`src/rtl/qmf_pkg.sv`:
```
package qmf_pkg;
  // Strobes handed from the control pipe to the datapath.
  typedef struct packed {
    logic clearAcc;   // restart the running total with the current sum
    logic addRound;   // add half-LSB of the fractional view on restart
    logic loadOut;    // capture the total into the result register
    logic takeLow;    // integer view: low bits of the total
  } qmf_strobe_t;
endpackage

```
`src/rtl/qmf_ctrl.sv`:
```
module qmf_ctrl
  import qmf_pkg::*;
#(
  parameter int ACC_STAGE = 3,   // edges from input capture to the accumulator edge minus one
  parameter int OUT_STAGE = 4
) (
  input  logic        clk,
  input  logic        rst,
  input  logic        accEn,
  input  logic        fmtInt,
  input  logic        outHold,
  output qmf_strobe_t strobe
);
  logic [ACC_STAGE-1:0] accSh;
  logic [OUT_STAGE-1:0] fmtSh;
  logic [OUT_STAGE-1:0] holdSh;

  always_ff @(posedge clk) begin
    if (rst) begin
      accSh  <= '0;
      fmtSh  <= '0;
      holdSh <= '0;
    end else begin
      accSh  <= {accSh[ACC_STAGE-2:0], accEn};
      fmtSh  <= {fmtSh[OUT_STAGE-2:0], fmtInt};
      holdSh <= {holdSh[OUT_STAGE-2:0], outHold};
    end
  end

  always_comb begin
    strobe.clearAcc = !accSh[ACC_STAGE-1];
    strobe.addRound = !accSh[ACC_STAGE-1] && !fmtSh[ACC_STAGE-1];
    strobe.loadOut  = !holdSh[OUT_STAGE-1];
    strobe.takeLow  = fmtSh[OUT_STAGE-1];
  end

  // the round request seen at the accumulator matches the format captured one edge earlier in the pipe
  assert_round_tracks_fmt_R8: assert property (@(posedge clk) disable iff (rst)
    strobe.addRound |=> !strobe.takeLow);
endmodule

```
`src/rtl/qmf_datapath.sv`:
```
module qmf_datapath
  import qmf_pkg::*;
#(
  parameter int TAPS   = 4,
  parameter int DATA_W = 10,
  parameter int COEF_W = 11,
  parameter int ACC_W  = 25,
  parameter int OUT_W  = 16
) (
  input  logic                     clk,
  input  logic                     rst,
  input  logic [TAPS*DATA_W-1:0]   dataIn,
  input  logic [TAPS*COEF_W-1:0]   coefIn,
  input  logic [TAPS-1:0]          loadEnN,
  input  logic                     enSel,
  input  qmf_strobe_t              strobe,
  output logic [OUT_W-1:0]         outReg
);
  localparam int PROD_W   = DATA_W + COEF_W;
  localparam int SUM_W    = PROD_W + $clog2(TAPS);
  localparam int FRAC_LSB = ACC_W - OUT_W;
  localparam logic [ACC_W-1:0] ROUND_ONE = ACC_W'(1) << (FRAC_LSB - 1);

  logic signed [DATA_W-1:0] dataReg [TAPS];
  logic signed [COEF_W-1:0] coefReg [TAPS];
  logic signed [PROD_W-1:0] prodReg [TAPS];
  logic signed [SUM_W-1:0]  sumComb;
  logic signed [SUM_W-1:0]  sumReg;
  logic [ACC_W-1:0]         sumExt;
  logic [ACC_W-1:0]         accReg;
  logic [ACC_W-1:0]         accNext;

  for (genvar i = 0; i < TAPS; i++) begin : g_tap
    logic loadData, loadCoef;
    assign loadData = !loadEnN[i] || !enSel;
    assign loadCoef = !loadEnN[i] || enSel;

    always_ff @(posedge clk) begin
      if (rst) begin
        dataReg[i] <= '0;
        coefReg[i] <= '0;
        prodReg[i] <= '0;
      end else begin
        if (loadData) dataReg[i] <= dataIn[i*DATA_W +: DATA_W];
        if (loadCoef) coefReg[i] <= coefIn[i*COEF_W +: COEF_W];
        prodReg[i] <= dataReg[i] * coefReg[i];
      end
    end

    // held coefficient while data-only loading
    assert_coef_held_R1: assert property (@(posedge clk) disable iff (rst)
      (loadEnN[i] && !enSel) |=> $stable(coefReg[i]));
    // held data while coefficient-only loading
    assert_data_held_R1: assert property (@(posedge clk) disable iff (rst)
      (loadEnN[i] && enSel) |=> $stable(dataReg[i]));
  end

  always_comb begin
    sumComb = '0;
    for (int i = 0; i < TAPS; i++) sumComb = sumComb + SUM_W'(prodReg[i]);
  end

  assign sumExt  = {{(ACC_W-SUM_W){sumReg[SUM_W-1]}}, sumReg};
  assign accNext = strobe.clearAcc ? (sumExt + (strobe.addRound ? ROUND_ONE : '0))
                                   : (accReg + sumExt);

  always_ff @(posedge clk) begin
    if (rst) begin
      sumReg <= '0;
      accReg <= '0;
      outReg <= '0;
    end else begin
      sumReg <= sumComb;
      accReg <= accNext;
      if (strobe.loadOut)
        outReg <= strobe.takeLow ? accReg[OUT_W-1:0] : accReg[ACC_W-1 -: OUT_W];
    end
  end

  // accumulate cycles add the incoming sum to the previous total
  assert_acc_adds_R4: assert property (@(posedge clk) disable iff (rst)
    !strobe.clearAcc |=> accReg == $past(accReg) + $past(sumExt));
  // an unrounded restart leaves exactly the incoming sum
  assert_acc_restart_R3: assert property (@(posedge clk) disable iff (rst)
    (strobe.clearAcc && !strobe.addRound) |=> accReg == $past(sumExt));
  // a frozen result register keeps its value
  assert_out_hold_R7: assert property (@(posedge clk) disable iff (rst)
    !strobe.loadOut |=> $stable(outReg));
endmodule

```
`src/rtl/quad_mac_filter.sv`:
```
module quad_mac_filter
  import qmf_pkg::*;
#(
  parameter int TAPS   = 4,
  parameter int DATA_W = 10,
  parameter int COEF_W = 11,
  parameter int ACC_W  = 25,
  parameter int OUT_W  = 16
) (
  input  logic                   clk,
  input  logic                   rst,
  input  logic [TAPS*DATA_W-1:0] dataIn,
  input  logic [TAPS*COEF_W-1:0] coefIn,
  input  logic [TAPS-1:0]        loadEnN,
  input  logic                   enSel,
  input  logic                   accEn,
  input  logic                   fmtInt,
  input  logic                   outHold,
  input  logic                   oeN,
  output logic [OUT_W-1:0]       result,
  output logic                   resultDriven
);
  qmf_strobe_t      strobe;
  logic [OUT_W-1:0] outReg;

  qmf_ctrl #(.ACC_STAGE(3), .OUT_STAGE(4)) ctrl_i (
    .clk(clk), .rst(rst), .accEn(accEn), .fmtInt(fmtInt),
    .outHold(outHold), .strobe(strobe)
  );

  qmf_datapath #(
    .TAPS(TAPS), .DATA_W(DATA_W), .COEF_W(COEF_W), .ACC_W(ACC_W), .OUT_W(OUT_W)
  ) dp_i (
    .clk(clk), .rst(rst), .dataIn(dataIn), .coefIn(coefIn), .loadEnN(loadEnN),
    .enSel(enSel), .strobe(strobe), .outReg(outReg)
  );

  assign result       = oeN ? '0 : outReg;
  assign resultDriven = !oeN;

  // a disabled bus reads zero
  assert_bus_off_R9: assert property (@(posedge clk) disable iff (rst)
    oeN |-> (result == '0 && !resultDriven));
  // the first edge out of reset leaves the result register clear
  assert_reset_clear_R10: assert property (@(posedge clk) disable iff (rst)
    $past(rst) |-> outReg == '0);
endmodule

```
`config.mk`:
```
export PLATFORM = sky130hd
export DESIGN_NAME = quad_mac_filter
export DESIGN_NICKNAME = d
export VERILOG_FILES = /design/src/rtl/qmf_pkg.sv /design/src/rtl/qmf_ctrl.sv /design/src/rtl/qmf_datapath.sv /design/src/rtl/quad_mac_filter.sv
export SDC_FILE = /design/constraint.sdc
export NUM_CORES = 2
export LEC_CHECK = 0
export BUFFER_PORTS_ARGS = -buffer_cell sky130_fd_sc_hd__buf_2
export CORE_MARGIN = 2
export CORE_UTILIZATION = 35
export CTS_CLUSTER_SIZE = 14
export DETAILED_ROUTE_END_ITERATION = 7
export PLACE_DENSITY_LB_ADDON = 0.12
export SYNTH_ARGS = -nofsm -noshare
export SYNTH_HDL_FRONTEND = slang
export SYNTH_SLANG_ARGS = --single-unit
```
`constraint.sdc`:
```
create_clock -name clk -period 4.9 [get_ports clk]
set_clock_uncertainty 0.1 [all_clocks]
set_input_delay 0.735 -clock clk [delete_from_list [all_inputs] [get_ports clk]]
set_output_delay 0.735 -clock clk [all_outputs]
set_load 0.01 [all_outputs]
```
==> summary.md <==
| Metric | Value |
|---|---|
| Synth Register Bits | `243` |
| Post-route setup slack | `-0.253 ns` |
| Most common cell after layout, fill and taps aside | `inv_1` |
| TritonRoute pass-1 iters | `4` |
| Leak | `17.5 nW` |
| YS warnings | `0` |
| Synth top area share | `0.314` |
| Mapped Area | `28000 µm²` |
| Internal power | `0.00879 W` |
| Starting Density | `0.354` |
| CTS H-Tree Depth | `2` |
| Clk pwr share | `0.163` |
| Vias in the first global route | `22500` |
| Initial DRC Count | `716` |
| Die area | `82400 µm²` |
| Post-DP HPWL | `56600 µm` |
| CTS buffer count | `34` |
| Period minus WS final | `5.15 ns` |
| Initial antenna violation count | `1` |
| Max Cap Viol | `0` |
| Worst-path fanout max | `3` |
| DR WL/cell | `15.5 µm` |
| Cell accounting for the most synthesized area | `fa_1` |
| Crit start category | `register` |
| Crit path arrival time | `5.49 ns` |
| Distinct cells, synth | `74` |
| Final Hold Fails | `0` |
| EDFF count, synth | `84` |
| Net count, final | `4207` |
| Clock latency on the worst-skew pair | `0.56 ns` |
| Fin. max-slew vios | `0` |
| CTS root buf | `clkbuf_16` |
| Setup CP Type | `register to register` |
| Total core area | `79100 µm²` |
| Crit path top cell by count | `fa_1` |
| Failing checks | `negative setup slack` |
| Avg Cell Area, Syn | `9.39 µm²` |
| Commonest non-fill, non-tap cells in the layout | `inv_1, fa_1, buf_4` |
| # DRC | `0` |
| Delay-heaviest family, CP | `adder cells` |
| Sequential area share after synthesis | `0.203` |
| Die extent in x | `287 µm` |
| First-pass GRT wire length | `117000 µm` |
| Routed vias/inst | `4.61` |
| Switching part of the total power | `0.428` |
| Post-Syn Nets | `3773` |
| WP data required | `5.24 ns` |
| Die span in y | `287 µm` |
| WP buf/inv | `6` |
| Status | `finished with violations` |
| Critical Path Sink Type | `register` |
| Clk sink count | `243` |
| Setup TNS | `-3.47 ns` |
| WHS | `0.307 ns` |
| Max-slew headroom | `0.342` |
| Clock Pin Slew Worst Setup and Hold Paths | `0.06 ns` |
| Maximum clock rate | `194 MHz` |
| CP cell instances | `buf_4, nand2_4, fa_1, inv_1, fa_1, inv_2, fa_1, inv_1, fa_1, inv_1, fa_1, inv_1, ha_1, o21a_1, a2111o_1, a311oi_2, o211ai_1, a21oi_1, mux2_1` |
| CTS tree | `yes` |
| Synth top area cells | `fa_1, dfxtp_1, ha_1` |
| CTS Hold Bufs | `0` |
| Bufs on Longest Clock Path | `3` |
| Largest net degree at the start of global routing | `70` |
| Tot Pwr | `0.0154 W` |
| Post-synthesis cell count | `2988` |
| Measured slew at the worst slew-check pin | `0.985 ns` |
| Layout cells sized above 1 | `0.250` |
| Sw power | `0.00658 W` |
| GRT Total Usage | `0.175` |
| Power density over cell area | `436 nW/µm²` |
| Main flop type after synthesis | `dfxtp_1` |
| Crit-path max cell delay | `0.53 ns` |
| Ys async rst share | `0` |
| Layout area overhead | `25.7%` |
| RSZ-0062 raised after global routing | `yes` |
| Rows | `103` |
| Post-route ant nets | `0` |
| Fill cells | `7766` |
| CP max stage cell | `fa_1` |
| Via count | `20700` |
| Comb power frac | `0.649` |
| Final period utilization | `1.05` |
| Hold Crit Class | `input port to register` |
| Final RePlAce weighted congestion | `0.840` |
| Sequential power share | `0.188` |
| Post-Route WL | `69700 µm` |
| Setup violations, final | `32` |
| VDD IR-drop max | `0.260 mV` |
| Final Util | `0.445` |
| I/O Pins | `112` |
| Total grt overflow | `0` |
| # port buffers | `111` |
[worst register-to-register path, stage by stage (launching register included)]
cell,delay (ns)
edfxtp_1,0.35
buf_4,0.13
nand2_4,0.04
fa_1,0.53
inv_1,0.05
fa_1,0.49
inv_2,0.05
fa_1,0.47
inv_1,0.05
fa_1,0.47
inv_1,0.05
fa_1,0.47
inv_1,0.04
ha_1,0.30
o21a_1,0.13
a2111o_1,0.44
a311oi_2,0.28
o211ai_1,0.12
a21oi_1,0.15
mux2_1,0.33
[kinds of logic after synthesis]
logic type      synth area share
flops                      0.203
buf+inv                   0.0921
fa+ha+maj                  0.426
mux                      0.00923
xor+xnor                  0.0337
compound gates            0.0703
simple gates               0.166
[registers in the layout, summed over array words and instances (netlist names)]
name           cells
dp_i.sumReg       23
dp_i.accReg       25
dp_i.coefReg      44
dp_i.outReg       16
dp_i.dataReg      40
ctrl_i.accSh       3
dp_i.prodReg      84
ctrl_i.fmtSh       4
ctrl_i.holdSh      4
[final cells by class]
| cell class | count | area (µm²) | area share |
|---|---|---|---|
| antenna | 2 | 5.00 | 0.000142 |
| sequential | 243 | 5710 | 0.162 |
| clock buffer | 45 | 958 | 0.0272 |
| timing repair buffer | 513 | 3800 | 0.108 |
| clock inverter | 15 | 169 | 0.00479 |
| tap | 1050 | 1310 | 0.0373 |
| inverter | 573 | 2150 | 0.0611 |
| multi-input combinational | 2057 | 21100 | 0.600 |
[synth_stat cells, drive strengths merged (7+ instances only)]
master and instances:
nor3 37, nor2b 63, a31oi 13, inv 570, or3 7, dfxtp 159
a21oi 83, nor2 194, o21bai 10, and2 264, o211ai 10, nand2b 20
o31ai 8, or2 7, nand2 287, xor2 37, edfxtp 84, mux2i 18
nand3 18, o21a 16, a21o 36, and3 7, ha 250, fa 440
xnor2 71, o21ai 62, clkbuf 110, mux2 7, a211oi 17
[worst paths after layout]
| check | start | to | slack (ns) | depth (start not counted) |
|---|---|---|---|---|
| hold / removal | outHold | ctrl_i.holdSh[0] | 0.31 | 2 |
| setup reg to reg | dp_i.dataReg[3][1] | dp_i.prodReg[3][19] | -0.25 | 19 |
| hold reg to reg | ctrl_i.holdSh[1] | ctrl_i.holdSh[2] | 0.34 | 1 |
| setup / recovery | dp_i.dataReg[3][1] | dp_i.prodReg[3][19] | -0.25 | 19 |
[per-layer routing]
| metal | track usage | part of all wire | vias up | wire length (µm) |
|---|---|---|---|---|
| met5 | 0 | 0 | - | 0 |
| met4 | 0.0402 | 0.019 | 0 | 1300 |
| met3 | 0.0202 | 0.027 | 74 | 1860 |
| met2 | 0.300 | 0.48 | 241 | 33700 |
| met1 | 0.238 | 0.47 | 10300 | 32900 |
| li1 | - | - | 10100 | - |
[power by group through the flow]
stage / clock network, W / logic [W] / registers [W]
after global routing: 0.00266 / 0.0113 / 0.00295
after global placement: 0 / 0.00867 / 0.00297
after detailed placement: 0 / 0.00875 / 0.00297
after floorplan: 0 / 0.00621 / 0.00273
final: 0.00250 / 0.00999 / 0.00289
after CTS: 0.00260 / 0.00956 / 0.00291
[metrics by stage]
| step | setup WS [ns] | instance area, µm² | instances |
|---|---|---|---|
| global placement | -0.361 | 31800 | 4316 |
| detailed placement | -0.378 | 31800 | 4316 |
| finish | -0.253 | 35200 | 4498 |
| CTS | -0.234 | 34200 | 4449 |
| global route | -0.491 | 35200 | 4496 |
| floorplan | -0.0473 | 28300 | 2988 |
[repair_timing]
item	CTS	global route
setup endpoints to repair	38	47
setup buffers	80	53
gates resized for setup	173	180
pin swaps	104	151
Power figures use the tool's default switching activity.
